--- src/rtl/acqw_pkg.sv ---
package acqw_pkg;
  parameter int unsigned ACQ_CW = 12;

  typedef logic [ACQ_CW-1:0] acq_cnt_t;

  // captured window geometry, loaded at each selected vertical edge
  typedef struct packed {
    acq_cnt_t h_off;
    acq_cnt_t h_len;
    acq_cnt_t h_tgt;
    acq_cnt_t v_off;
    acq_cnt_t v_len;
    acq_cnt_t v_tgt;
  } acq_geom_t;

  typedef enum logic {
    EDGE_FALL = 1'b0,
    EDGE_RISE = 1'b1
  } ref_edge_e;
endpackage

--- src/rtl/acqw_edge_det.sv ---
module acqw_edge_det #(
  parameter int unsigned N = 2
) (
  input  logic         clk,
  input  logic [N-1:0] sig,
  input  logic [N-1:0] rise_sel,
  output logic [N-1:0] pulse
);
  import acqw_pkg::*;

  logic [N-1:0] sig_q;

  // delay register follows the input also during reset, so no false edge at release
  always_ff @(posedge clk) sig_q <= sig;

  for (genvar i = 0; i < N; i++) begin : g_edge
    assign pulse[i] = (ref_edge_e'(rise_sel[i]) == EDGE_RISE) ? (sig[i] & ~sig_q[i])
                                                              : (~sig[i] & sig_q[i]);
  end
endmodule

--- src/rtl/acqw_sat_cnt.sv ---
module acqw_sat_cnt #(
  parameter int unsigned W = 12
) (
  input  logic         clk,
  input  logic         rst,
  input  logic         clr,
  input  logic         inc,
  output logic [W-1:0] cnt_d,
  output logic [W-1:0] cnt_q
);
  localparam logic [W-1:0] CMAX = '1;

  always_comb begin
    cnt_d = cnt_q;
    if (clr)                      cnt_d = '0;
    else if (inc && cnt_q != CMAX) cnt_d = cnt_q + 1'b1;
  end

  always_ff @(posedge clk) begin
    if (rst) cnt_q <= '0;
    else     cnt_q <= cnt_d;
  end
endmodule

--- src/rtl/acqw_field.sv ---
module acqw_field
  import acqw_pkg::*;
(
  input  logic      clk,
  input  logic      rst,
  input  logic      v_edge,
  input  logic      href,
  input  logic      fid_inv,
  input  acq_geom_t cfg,
  output acq_geom_t geom_d,
  output acq_geom_t geom_q,
  output logic      field_id,
  output logic      field_start
);
  assign geom_d = v_edge ? cfg : geom_q;

  always_ff @(posedge clk) begin
    if (rst) begin
      geom_q      <= '0;
      field_id    <= 1'b0;
      field_start <= 1'b0;
    end else begin
      geom_q      <= geom_d;
      field_start <= v_edge;
      if (v_edge) field_id <= href ^ fid_inv;
    end
  end
endmodule

--- src/rtl/acq_window_ctrl.sv ---
module acq_window_ctrl
  import acqw_pkg::*;
(
  input  logic              clk,
  input  logic              rst,
  input  logic              pix_vld,
  input  logic              href,
  input  logic              vref,
  input  logic              tgt_pix,
  input  logic              tgt_line,
  input  logic              href_rise,
  input  logic              vref_rise,
  input  logic              fid_inv,
  input  logic [ACQ_CW-1:0] cfg_h_off,
  input  logic [ACQ_CW-1:0] cfg_h_len,
  input  logic [ACQ_CW-1:0] cfg_h_tgt,
  input  logic [ACQ_CW-1:0] cfg_v_off,
  input  logic [ACQ_CW-1:0] cfg_v_len,
  input  logic [ACQ_CW-1:0] cfg_v_tgt,
  output logic              win_active,
  output logic              src_take,
  output logic              field_id,
  output logic              field_start
);
  localparam int unsigned CW = ACQ_CW;
  localparam int unsigned NREF = 2;
  localparam int unsigned H_IX = 0;
  localparam int unsigned V_IX = 1;

  logic [NREF-1:0] ref_pulse;
  logic            h_edge, v_edge, line_brk;

  acqw_edge_det #(.N(NREF)) u_edge (
    .clk      (clk),
    .sig      ({vref, href}),
    .rise_sel ({vref_rise, href_rise}),
    .pulse    (ref_pulse)
  );

  assign h_edge   = ref_pulse[H_IX];
  assign v_edge   = ref_pulse[V_IX];
  assign line_brk = h_edge | v_edge;

  acq_geom_t cfg_in, geom_d, geom_q;
  assign cfg_in = '{h_off: cfg_h_off, h_len: cfg_h_len, h_tgt: cfg_h_tgt,
                    v_off: cfg_v_off, v_len: cfg_v_len, v_tgt: cfg_v_tgt};

  acqw_field u_field (
    .clk         (clk),
    .rst         (rst),
    .v_edge      (v_edge),
    .href        (href),
    .fid_inv     (fid_inv),
    .cfg         (cfg_in),
    .geom_d      (geom_d),
    .geom_q      (geom_q),
    .field_id    (field_id),
    .field_start (field_start)
  );

  // line holds a qualified pixel
  logic line_has_pix;
  always_ff @(posedge clk) begin
    if (rst || line_brk) line_has_pix <= 1'b0;
    else if (pix_vld)    line_has_pix <= 1'b1;
  end

  logic [CW-1:0] pc_d, pc_q, lc_d, lc_q, tpc_d, tpc_q, tlc_d, tlc_q;

  acqw_sat_cnt #(.W(CW)) u_pix_cnt (
    .clk(clk), .rst(rst), .clr(line_brk), .inc(pix_vld),
    .cnt_d(pc_d), .cnt_q(pc_q)
  );
  acqw_sat_cnt #(.W(CW)) u_line_cnt (
    .clk(clk), .rst(rst), .clr(v_edge), .inc(h_edge & line_has_pix),
    .cnt_d(lc_d), .cnt_q(lc_q)
  );
  acqw_sat_cnt #(.W(CW)) u_tpix_cnt (
    .clk(clk), .rst(rst), .clr(line_brk), .inc(tgt_pix),
    .cnt_d(tpc_d), .cnt_q(tpc_q)
  );
  acqw_sat_cnt #(.W(CW)) u_tline_cnt (
    .clk(clk), .rst(rst), .clr(v_edge), .inc(tgt_line),
    .cnt_d(tlc_d), .cnt_q(tlc_q)
  );

  // window from next-state counts, so the flag is aligned with the counters
  logic h_open, h_shut, v_open, v_shut, win_d;
  assign h_open = pc_d  >= geom_d.h_off;
  assign h_shut = tpc_d >= geom_d.h_tgt;
  assign v_open = lc_d  >= geom_d.v_off;
  assign v_shut = tlc_d >= geom_d.v_tgt;
  assign win_d  = h_open & ~h_shut & v_open & ~v_shut;

  // source rectangle test on the index of the pixel arriving now
  logic [CW:0] h_end, v_end;
  logic        in_h, in_v, take_d;
  assign h_end  = {1'b0, geom_d.h_off} + {1'b0, geom_d.h_len};
  assign v_end  = {1'b0, geom_d.v_off} + {1'b0, geom_d.v_len};
  assign in_h   = (pc_q >= geom_d.h_off) && ({1'b0, pc_q} < h_end);
  assign in_v   = (lc_q >= geom_d.v_off) && ({1'b0, lc_q} < v_end);
  assign take_d = pix_vld & ~line_brk & in_h & in_v;

  always_ff @(posedge clk) begin
    if (rst) begin
      win_active <= 1'b0;
      src_take   <= 1'b0;
    end else begin
      win_active <= win_d;
      src_take   <= take_d;
    end
  end
endmodule

--- config.mk ---
export PLATFORM = sky130hd
export DESIGN_NAME = acq_window_ctrl
export DESIGN_NICKNAME = d
export VERILOG_FILES = /design/src/rtl/acqw_pkg.sv /design/src/rtl/acqw_edge_det.sv /design/src/rtl/acqw_sat_cnt.sv /design/src/rtl/acqw_field.sv /design/src/rtl/acq_window_ctrl.sv
export SDC_FILE = /design/constraint.sdc
export NUM_CORES = 1
export LEC_CHECK = 0
export ABC_CLOCK_PERIOD_IN_PS = 11000
export BUFFER_PORTS_ARGS = -buffer_cell sky130_fd_sc_hd__buf_2
export CAP_MARGIN = 20
export CORE_MARGIN = 10
export CORE_UTILIZATION = 41
export DETAILED_ROUTE_END_ITERATION = 7
export PLACE_DENSITY = 0.56
export REMOVE_ABC_BUFFERS = 1
export SLEW_MARGIN = 20
export SYNTH_ARGS = -nofsm -noshare
export SYNTH_HDL_FRONTEND = slang
export SYNTH_SLANG_ARGS = --single-unit
--- constraint.sdc ---
create_clock -name clk -period 11 [get_ports clk]
set_input_delay 2.2 -clock clk [delete_from_list [all_inputs] [get_ports clk]]
set_output_delay 2.2 -clock clk [all_outputs]
set_load 0.02 [all_outputs]
* Word level (Yosys, flattened, before mapping) *
Cells that the tools add are included.

cells by class
  add/sub/neg operators = 6
  $lt $le $gt $ge = 8
  equal/unequal tests = 4
  multiplexer cells = 11
  bitwise logic cells = 20
  reductions and logical operators = 7

operators by type and width
  cell                   number
  $mux 12                8
  $ge 12x12->1           6
  $mux 72                1
  $add 12x1->12 const B  4
  $ne 12x12->1 const B   4
  $add 12x12->13         2
  $lt 12x13->1           2
  $and 1x1->1            11
  $not 1->1              7
  $logic_and 1x1->1      6
  $mux 1                 2
  $logic_or 1x1->1       1
  $or 1x1->1             1
  $xor 1x1->1            1

storage, ports and cells
  flip-flop bits (word level) = 127
  input bits = 82
  output and inout port bits = 4

* Depth between registers and ports, before layout *
Gate-level depths: netlist (run 1).

  depth in word-level cells = 10
  mapped depth = 22
  mapped depth without buffers = 19

* Cells and area by module *
A second synthesis (run 1) with hierarchy kept.

unflattened totals
  cell total of the unflattened synthesis = 1018
  area, all modules = 9371.5 µm²

by module, submodules not included
  module           times used  cells each  area an instance (µm²)  sequential area each (µm²)
  acq_window_ctrl  1           416         3288.2                  60.1
  acqw_field       1           238         3049.2                  1481.4
  acqw_sat_cnt     4           89          738.2                   240.2
  acqw_edge_det    1           8           81.3                    40.0

* Least setup slack after synthesis (run 1) *
No wires, ideal clock.

  kind = in2reg
  start point = input port vref
  end point = register src_take
  library setup time = 0.103 ns
  arrival time = 6.717 ns
  data required time = 10.897 ns
  path slack = 4.179 ns
  stages = 21
  path buffers = 3
  cell sequence = nor3b_2 > or2_1 > buf_6 > buf_6 > clkbuf_1 > mux2i_1 > inv_1 > ha_1 > a21o_1 > a21o_1 > a2111oi_0 > o21ai_0 > a31oi_1 > o21bai_1 > xnor2_1 > ha_1 > a2111oi_0 > a221oi_1 > o21ai_0 > a311oi_1 > a2111oi_2

RTL lines
  item                  RTL line                source
  start, declared       acq_window_ctrl.sv:8    input logic vref,
  end signal, assigned  acq_window_ctrl.sv:110  src_take <= take_d;
  end, declared         acq_window_ctrl.sv:21   output logic src_take,

==> flow_summary.toml, run 1 <==
[status]
status = "finished clean"

[yosys]
ys.flop_type = "dfxtp_1"
syn_inst = 967
synth_mux_area_frac = 0.0660
syn-mean-instance-area_um2 = 8.45
yosysTopAreaCellShare = 0.311
yosysWarnings = 0
syn_area_mm2 = 0.00818
synth_cell_type_count = 69
yosysMostFrequentCell = "nor2_1"
synth_xor_area_frac = 0.0673
synthTopCellsByArea = "dfxtp_1 31%, ha_1 18%, nor2_1 7.3%"
ys_async_sr_fraction = 0
yosys.area_share.adder = 0.189
synth_compound_area_frac = 0.133
yosys.area.top_type = "dfxtp_1"
synth_common_cells = "158 x nor2_1, 127 x dfxtp_1, 120 x ha_1, 104 x nand2_1, 58 x a21oi_1"
synth_edf_count = 0
ys_seq_area_frac = 0.311
synth-seq-cells = 127
synth_top_family_by_area = "simple AND/OR/NAND/NOR gates"
yosys.area_share.simple = 0.196

[floorplan]
die_area_mm2 = 0.0260
fp.dieW_um = 161
fp.dieH_um = 161
rows = 51
initial_utilization = 0.419
io_pins = 86
core_area_mm2 = 0.0195

[detailed_routing]
wl_met1_mm = 9.35
drt_iter0_drc = 304
met2_length_mm = 8.32
drt_pre_antenna_iters = 5
viasPerCell = 5.01
dr.max_layer_used = "met4"
wirelength_mm = 18.6
drtAntennaViolNets = 0
wl_per_cell_um = 14.1
wl_met3_um = 749
num_vias = 6608
post-route-drc-count = 0

[critical_path]
endpoint_kind = "flip-flop"
cp_slowest_stage_delay_ps = 590
cp.arrival_ps = 7100
critPathKind = "input pin to flip-flop"
cpLargestDelayFamily = "compound AO/OA/AOI/OAI gates"
cp.buffers_inverters = 2
cp.required_ps = 11320
cp_max_fo = 29
start_kind = "input pin"
path_cells = "buf_2, nor3b_2, or2_4, mux2i_1, inv_1, ha_1, a21o_1, a21o_1, a2111oi_0, o21ai_0, a31oi_1, o21bai_1, xnor2_1, ha_1, a2111oi_0, a221oi_1, o21ai_0, a311oi_1, a2111oi_2"
reg2reg_slack_ps = 5820
cp_slowest_cell = "a2111oi_0"

[clocking]
tritoncts = "yes"
cts_hold_buf = 0
clockBufferDepth = 2
cts_max_level = 4
numCtsBuffers = 17
clock-root-buffer = "clkbuf_16"
clock-sinks = 127
clk_latency_ps = 420
cts_resized = 0
cts.clk_slew.worst_paths_ps = 50
post-cts-setup-buffers = 0

[power_and_ir_drop]
fin_total_pwr_mw = 1.23
p_leak_nw = 4.52
powerDensity_mw_per_mm2 = 131
vdd_ir_drop_max_v = 0.0000981

[layout]
synthToLayoutAreaGrowth_pct = 14.5
utilization = 0.479
fin_nets = 1245
drive_gt1_frac = 0.128
final.fill_count = 2000
seq_area_mm2 = 0.00254
diodes = 0
multi_input_comb_area_mm2 = 0.00533

[placed_design]
portBuffers = 85
dp_hpwl_mm = 14.2
place_congestion = 0.813

[sta]
worst_pin_slew_ps = 844
slew_violations = 0
finalSetupViolCount = 0
max_slew_margin = 0.432
max_freq_mhz = 147
fin_skew_ps = 7.01
min_period_ps = 6780
period_share = 0.617
timing.setup.tns_ps = 0
finalHoldViolCount = 0
rsz0062_at_grt = "no"

[grt]
track_usage = 0.146
grt_pass1_vias = 6492
grt_max_degree = 54
grt_pass1_wl_mm = 31.5
grt-ovfl-total = 0
grt_antenna_before_repair = 0

[run]
cap_viol_max_count = 0

[worst_hold_path]
min_path_type = "flip-flop to flip-flop"
state kept, by name, indices dropped and copies added (netlist names):
name / count
line_has_pix: 1
src_take: 1
u_edge.sig_q: 2
u_field.field_id: 1
u_field.field_start: 1
u_field.geom_q: 72
u_line_cnt.cnt_q: 12
u_pix_cnt.cnt_q: 12
u_tline_cnt.cnt_q: 12
u_tpix_cnt.cnt_q: 12
win_active: 1
where the power goes:
part | switching (mW) | leakage [nW] | internal (mW)
Clock | 0.200 | 0.264 | 0.319
Sequential | 0.00532 | 1.03 | 0.477
Combinational | 0.129 | 3.22 | 0.0950
cells by family after synthesis:
logic type / count (synthesis)
xor+xnor: 62
fa+ha+maj: 122
buf+inv: 78
simple gates: 364
compound gates: 163
mux: 51
flops: 127
layer usage:
layer / up-vias / track usage
met5: - / 0
met1: 2977 / 0.189
li1: 3526 / -
met2: 90 / 0.233
met3: 15 / 0.0361
met4: 0 / 0.0426
per-stage QoR:
| stage | std cells | instance area [µm²] | hold slack, ps | setup WS [ps] |
|---|---|---|---|---|
| floorplan | 934 | 8030 | 433 | 3330 |
| global placement | 1287 | 8820 | 447 | 3900 |
| detailed placement | 1287 | 8820 | 452 | 3720 |
| CTS | 1318 | 9360 | 460 | 4150 |
| global route | 1318 | 9360 | 472 | 3420 |
| finish | 1318 | 9360 | 457 | 4220 |
cell usage in the layout, fill, tap and decap left out, types with 5 or more instances in the layout:
cell	instances
clkbuf_1	5
nor2b_1	8
nand2_1	104
o21ai_0	26
a211oi_1	5
ha_1	120
o21a_1	8
o2111ai_1	5
clkbuf_16	17
xor2_1	28
or3_1	5
xnor2_1	33
mux2i_1	48
nand4_1	18
inv_1	45
a21oi_1	58
dfxtp_1	127
buf_2	84
a21o_1	20
nor2_1	158
clkinv_2	5
nand3_1	17
nand2b_1	10
nor3_1	22
path summary, 6_finish.rpt:
kind | endpoint | start | depth (start not counted)
max | src_take | vref | 19
min | u_field.geom_q[50] | u_field.geom_q[50] | 2
max reg2reg | src_take | u_edge.sig_q[1] | 18
min reg2reg | u_field.geom_q[50] | u_field.geom_q[50] | 2
worst register-to-register path, cell delays in order, from the launching register on:
cell	delay [ps]
dfxtp_1	310
nor3b_2	280
or2_4	440
mux2i_1	430
inv_1	140
ha_1	300
a21o_1	150
a21o_1	210
a2111oi_0	590
o21ai_0	230
a31oi_1	210
o21bai_1	100
xnor2_1	130
ha_1	290
a2111oi_0	580
a221oi_1	180
o21ai_0	110
a311oi_1	80
a2111oi_2	330
area by class of cell:
class                   count  area share
inverters                  45      0.0181
multi-input cells         762       0.570
repair buffers             88      0.0481
flip-flops and latches    127       0.272
clock inverters             7     0.00669
clock buffers              24      0.0504
well taps                 265      0.0354
Power figures use the tool's default switching activity.
==> inputs of run 2 (changes only) <==
--- a/config.mk
+++ b/config.mk
@@ -5,7 +5,7 @@
 export SDC_FILE = /design/constraint.sdc
 export NUM_CORES = 1
 export LEC_CHECK = 0
-export ABC_CLOCK_PERIOD_IN_PS = 11000
+export ABC_CLOCK_PERIOD_IN_PS = 7000
 export BUFFER_PORTS_ARGS = -buffer_cell sky130_fd_sc_hd__buf_2
 export CAP_MARGIN = 20
 export CORE_MARGIN = 10
==> constraint.sdc (replaced) <==
create_clock -name clk -period 7 [get_ports clk]
set_input_delay 1.4 -clock clk [delete_from_list [all_inputs] [get_ports clk]]
set_output_delay 1.4 -clock clk [all_outputs]
set_load 0.02 [all_outputs]
==> run 2 against run 1 <==
Compared with the run above: clock power up 76%; hold slack about the same; via count up 0.61%; flip-flop and latch count unchanged; largest power group unchanged; sequential share of layout area down 0.35 points; routed wire length up 0.56%; combinational power up 59%; clock skew about the same; critical endpoint unchanged; worst setup slack worse by 3100 ps.
==> flow_summary.toml, run 2 (same netlist as run 1, synthesis figures left out) <==
[clocking]
clk_latency_ps = 420
clock-root-buffer = "clkbuf_16"
clock-sinks = 127
clockBufferDepth = 2
cts_hold_buf = 0
cts_max_level = 4
cts.clk_slew.worst_paths_ps = 50
cts_resized = 0
post-cts-setup-buffers = 0
numCtsBuffers = 17
tritoncts = "yes"

[floorplan]
core_area_mm2 = 0.0195
die_area_mm2 = 0.0260
initial_utilization = 0.419
fp.dieH_um = 161
rows = 51
io_pins = 86
fp.dieW_um = 161

[detailed_routing]
wirelength_mm = 18.7
drtAntennaViolNets = 0
num_vias = 6648
wl_per_cell_um = 14.1
post-route-drc-count = 0
drt_iter0_drc = 281
viasPerCell = 5.02
drt_pre_antenna_iters = 6

[placed_design]
place_congestion = 0.829
portBuffers = 85
placedInstanceArea_mm2 = 0.00888
dp_hpwl_mm = 14.5

[critical_path]
critPathKind = "input pin to flip-flop"
cp_max_fo = 27
r2r-start = "u_edge.sig_q[1]"
cp.arrival_ps = 6190
reg2reg_slack_ps = 1920
r2r_cells = 19
cp.required_ps = 7320
start_kind = "input pin"
reg2reg_to = "src_take"
endpoint_kind = "flip-flop"

[layout]
final_common_cell = "nor2_1"
postLayoutCellArea_mm2 = 0.00948
synthToLayoutAreaGrowth_pct = 16.0
drive_gt1_frac = 0.138
largest_register = "u_field.geom_q"
final_cell_mix = "158 x nor2_1, 127 x dfxtp_1, 120 x ha_1"
fin_nets = 1252
final.fill_count = 1968
largest_reg_flops = 72
diodes = 0

[grt]
grt_max_degree = 51
grt_antenna_before_repair = 0
grt_pass1_wl_mm = 32.2
track_usage = 0.148
grt_pass1_vias = 6759
grt-ovfl-total = 0

[power_and_ir_drop]
powerDensity_mw_per_mm2 = 214
p_leak_nw = 4.59
vdd_ir_drop_max_v = 0.000175

[sta]
rsz0062_at_grt = "no"
fin_skew_ps = 7.47
period_share = 0.839
timing.setup.tns_ps = 0
max_freq_mhz = 170
finalSetupViolCount = 0
finalHoldViolCount = 0
max_slew_margin = 0.400
whs_ps = 457
slew_violations = 0
min_period_ps = 5880
worst_pin_slew_ps = 893

[worst_hold_path]
min-delay-start = "u_field.geom_q[16]"
holdPathEnd = "u_field.geom_q[16]"
min_path_cells = 2
min_path_type = "flip-flop to flip-flop"

[status]
status = "finished clean"

[run]
cap_viol_max_count = 0
-- run 2: cell count changes in the layout (fill, tap and decap cells not counted) --
cell	delta
clkbuf_8	+1
clkinv_4	+1
bufinv_16	+2
clkinv_2	-1
clkbuf_1	-4
buf_4	+7
inv_6	+1
-- run 2: layout make-up --
class                   count  area (µm²)  share of cell area
multi-input cells         762        5330               0.562
flip-flops and latches    127        2540               0.268
repair buffers             95         503              0.0530
clock buffers              21         470              0.0496
well taps                 265         332              0.0350
inverters                  45         169              0.0178
clock inverters            10         135              0.0143
-- run 2: power breakdown --
part / switching, mW / internal, mW / leakage (nW)
Sequential: 0.00845 / 0.749 / 1.03
Clock: 0.326 / 0.585 / 0.299
Combinational: 0.203 / 0.153 / 3.25
-- run 2: metrics by stage --
step / power (mW) / instances / utilization / worst slack [ps]
finish: 2.03 / 1325 / 0.486 / 1120
detailed placement: 1.13 / 1294 / 0.455 / 787
global placement: 1.13 / 1294 / 0.455 / 871
global route: 2.14 / 1325 / 0.486 / 747
CTS: 2.06 / 1325 / 0.486 / 1190
floorplan: 1.02 / 934 / - / 128
-- run 2: per-layer routing --
layer  global-route usage  vias to the layer above  share of wire
met2                0.238                      100           0.45
met4               0.0385                        0          0.011
li1                     -                     3538              -
met3               0.0369                       13          0.036
met1                0.192                     2997           0.51
met5                    0                        -              0
-- run 2: worst max-delay path, cell delays in order --
cell	delay, ps
buf_2	120
nor3b_2	300
or2_4	420
buf_4	380
mux2i_1	380
inv_1	80
ha_1	280
a21o_1	180
a21oi_1	230
o21bai_1	100
a21oi_1	340
o31ai_1	180
o2111a_1	250
a311oi_1	300
ha_1	300
a21oi_1	220
nand2_1	90
a211oi_1	230
a311oi_1	100
a2111oi_2	290
-- run 2: how the worst max path moves through the flow --
| stage | from | end | slack [ps] | depth (start not counted) |
|---|---|---|---|---|
| global placement | vref | src_take | 870 | 20 |
| detailed placement | vref | src_take | 790 | 18 |
| CTS | vref | src_take | 1190 | 19 |
| global route | vref | src_take | 750 | 19 |
| finish | vref | src_take | 1120 | 20 |
| floorplan | vref | src_take | 130 | 18 |
==> inputs of run 3 (changes only) <==
--- a/config.mk
+++ b/config.mk
@@ -5,7 +5,7 @@
 export SDC_FILE = /design/constraint.sdc
 export NUM_CORES = 1
 export LEC_CHECK = 0
-export ABC_CLOCK_PERIOD_IN_PS = 7000
+export ABC_CLOCK_PERIOD_IN_PS = 5700
 export BUFFER_PORTS_ARGS = -buffer_cell sky130_fd_sc_hd__buf_2
 export CAP_MARGIN = 20
 export CORE_MARGIN = 10
==> constraint.sdc (replaced) <==
create_clock -name clk -period 5.7 [get_ports clk]
set_input_delay 1.14 -clock clk [delete_from_list [all_inputs] [get_ports clk]]
set_output_delay 1.14 -clock clk [all_outputs]
set_load 0.02 [all_outputs]
==> run 3 against run 2 <==
Compared with the run above: hold slack barely moved; largest cell class unchanged; highest routed layer unchanged; sequential power rose by 23%; first-iteration DRC count rose by 6.0%; count of clock-buffer cells in the layout did not move; cell count rose by 1.4%; total power rose by 22%; sequential share of layout area fell by 0.29 points; routed wire length rose by 2.9%.
==> flow_summary.toml, run 3 (same netlist as run 1, synthesis figures left out) <==
[status]
status = "finished clean"

[run]
cap_viol_max_count = 0

[layout]
multi_input_comb_area_mm2 = 0.00533
drive_gt1_frac = 0.151
largest_register = "u_field.geom_q"
final.fill_count = 1977
largest_reg_flops = 72
final_common_cell = "nor2_1"
synthToLayoutAreaGrowth_pct = 17.3
final_cell_mix = "158 x nor2_1, 127 x dfxtp_1, 120 x ha_1"
seq_area_mm2 = 0.00254
diodes = 0
fin_nets = 1270
layout.cells.non_filler = 1343
utilization = 0.491

[sta]
finalHoldViolCount = 0
finalSetupViolCount = 0
max_slew_margin = 0.440
worst_pin_slew_ps = 833
fin_skew_ps = 8.26
min_period_ps = 5250
timing.setup.tns_ps = 0
rsz0062_at_grt = "no"
max_freq_mhz = 191
whs_ps = 457
period_share = 0.920
slew_violations = 0

[floorplan]
fp.dieW_um = 161
core_area_mm2 = 0.0195
fp.dieH_um = 161
io_pins = 86
rows = 51
die_area_mm2 = 0.0260
initial_utilization = 0.419

[worst_hold_path]
min_path_type = "flip-flop to flip-flop"
min_path_cells = 2

[critical_path]
start_kind = "input pin"
critPathKind = "input pin to flip-flop"
endpoint_kind = "flip-flop"
r2r_cells = 19
cp_max_fo = 8
cp.arrival_ps = 5560
cp.required_ps = 6020

[detailed_routing]
viasPerCell = 5.01
drtAntennaViolNets = 0
wl_per_cell_um = 14.3
drt_iter0_drc = 298
post-route-drc-count = 0
num_vias = 6726
drt_pre_antenna_iters = 6
wirelength_mm = 19.3

[clocking]
clock-root-buffer = "clkbuf_16"
clockBufferDepth = 2
clock-sinks = 127
tritoncts = "yes"
numCtsBuffers = 17
cts_max_level = 4
post-cts-setup-buffers = 0
cts.clk_slew.worst_paths_ps = 60
clk_latency_ps = 420

[placed_design]
portBuffers = 85
numPlacedInstances = 1312
dp_hpwl_mm = 14.7
place_congestion = 0.786

[power_and_ir_drop]
fin_total_pwr_mw = 2.46
p_leak_nw = 4.65
combPwrFrac = 0.186
swShare = 0.276
p_seq_frac = 0.378
clock_power_share = 0.437
powerDensity_mw_per_mm2 = 257
vdd_ir_drop_max_v = 0.000196
p_switching_uw = 681
p_int_mw = 1.78

[grt]
grt_pass1_wl_mm = 32.4
top_usage_layer = "met2"
use_met1 = 0.203
gr-usage-met2 = 0.233
grt_antenna_before_repair = 0
grt_max_degree = 50
grt-ovfl-total = 0
use_met3 = 0.0290
grt_pass1_vias = 6484
track_usage = 0.150
[run 3: cell types whose count changed in the layout (fill, tap and decap cells not counted), sizes merged]
cell	delta
bufinv	-1
clkinv	+2
buf	+18
inv	-1
[run 3: repair_timing]
item / CTS / global route
setup endpoints to repair: 0 / 1
gates resized for setup: 0 / 1
hold buffers: 0 / 0
[run 3: stage by stage]
stage	cell area, µm²	setup slack, ps
after floorplan	8030	-912
after global placement	9010	182
after detailed placement	9010	102
after CTS	9590	479
after global routing	9590	12.7
final	9590	454
[run 3: final timing paths]
path	end	startpoint	slack, ps
worst max-delay path	src_take	vref	450
worst min-delay path	u_field.geom_q[0]	u_field.geom_q[0]	460
worst max register to register	src_take	u_edge.sig_q[1]	950
worst min register to register	u_field.geom_q[0]	u_field.geom_q[0]	460
[run 3: final cells by class]
| type | count | area share |
|---|---|---|
| clock buffers | 21 | 0.0480 |
| clock inverters | 10 | 0.0119 |
| inverters | 45 | 0.0176 |
| multi-input cells | 762 | 0.556 |
| flip-flops and latches | 127 | 0.265 |
| well taps | 265 | 0.0346 |
| repair buffers | 113 | 0.0666 |
[run 3: worst max-delay path: stages]
cell and delay, ps:
buf_2 110, and3b_4 200, or2_4 310, mux2i_1 210
inv_1 100, ha_1 280, a21o_1 160, a21o_1 210
a2111oi_0 550, buf_4 200, o21ai_0 110, a31oi_1 210
o21bai_1 100, xnor2_1 130, ha_1 290, a2111oi_1 550
a221oi_1 170, o21ai_0 110, a311oi_1 80, a2111oi_2 340
[run 3: metal layers]
metal  part of all wire  wire length, µm
met1               0.52             9930
met2               0.44             8410
met3              0.031              604
met4              0.016              316
met5                  0                0
[run 3: power by group through the flow]
stage               combinational (mW)  clock (mW)  sequential [mW]
global placement                 0.456           0            0.950
finish                           0.457        1.08            0.931
global route                     0.524        1.14            0.934
floorplan                        0.309           0            0.949
detailed placement               0.458           0            0.950
CTS                              0.463        1.10            0.931
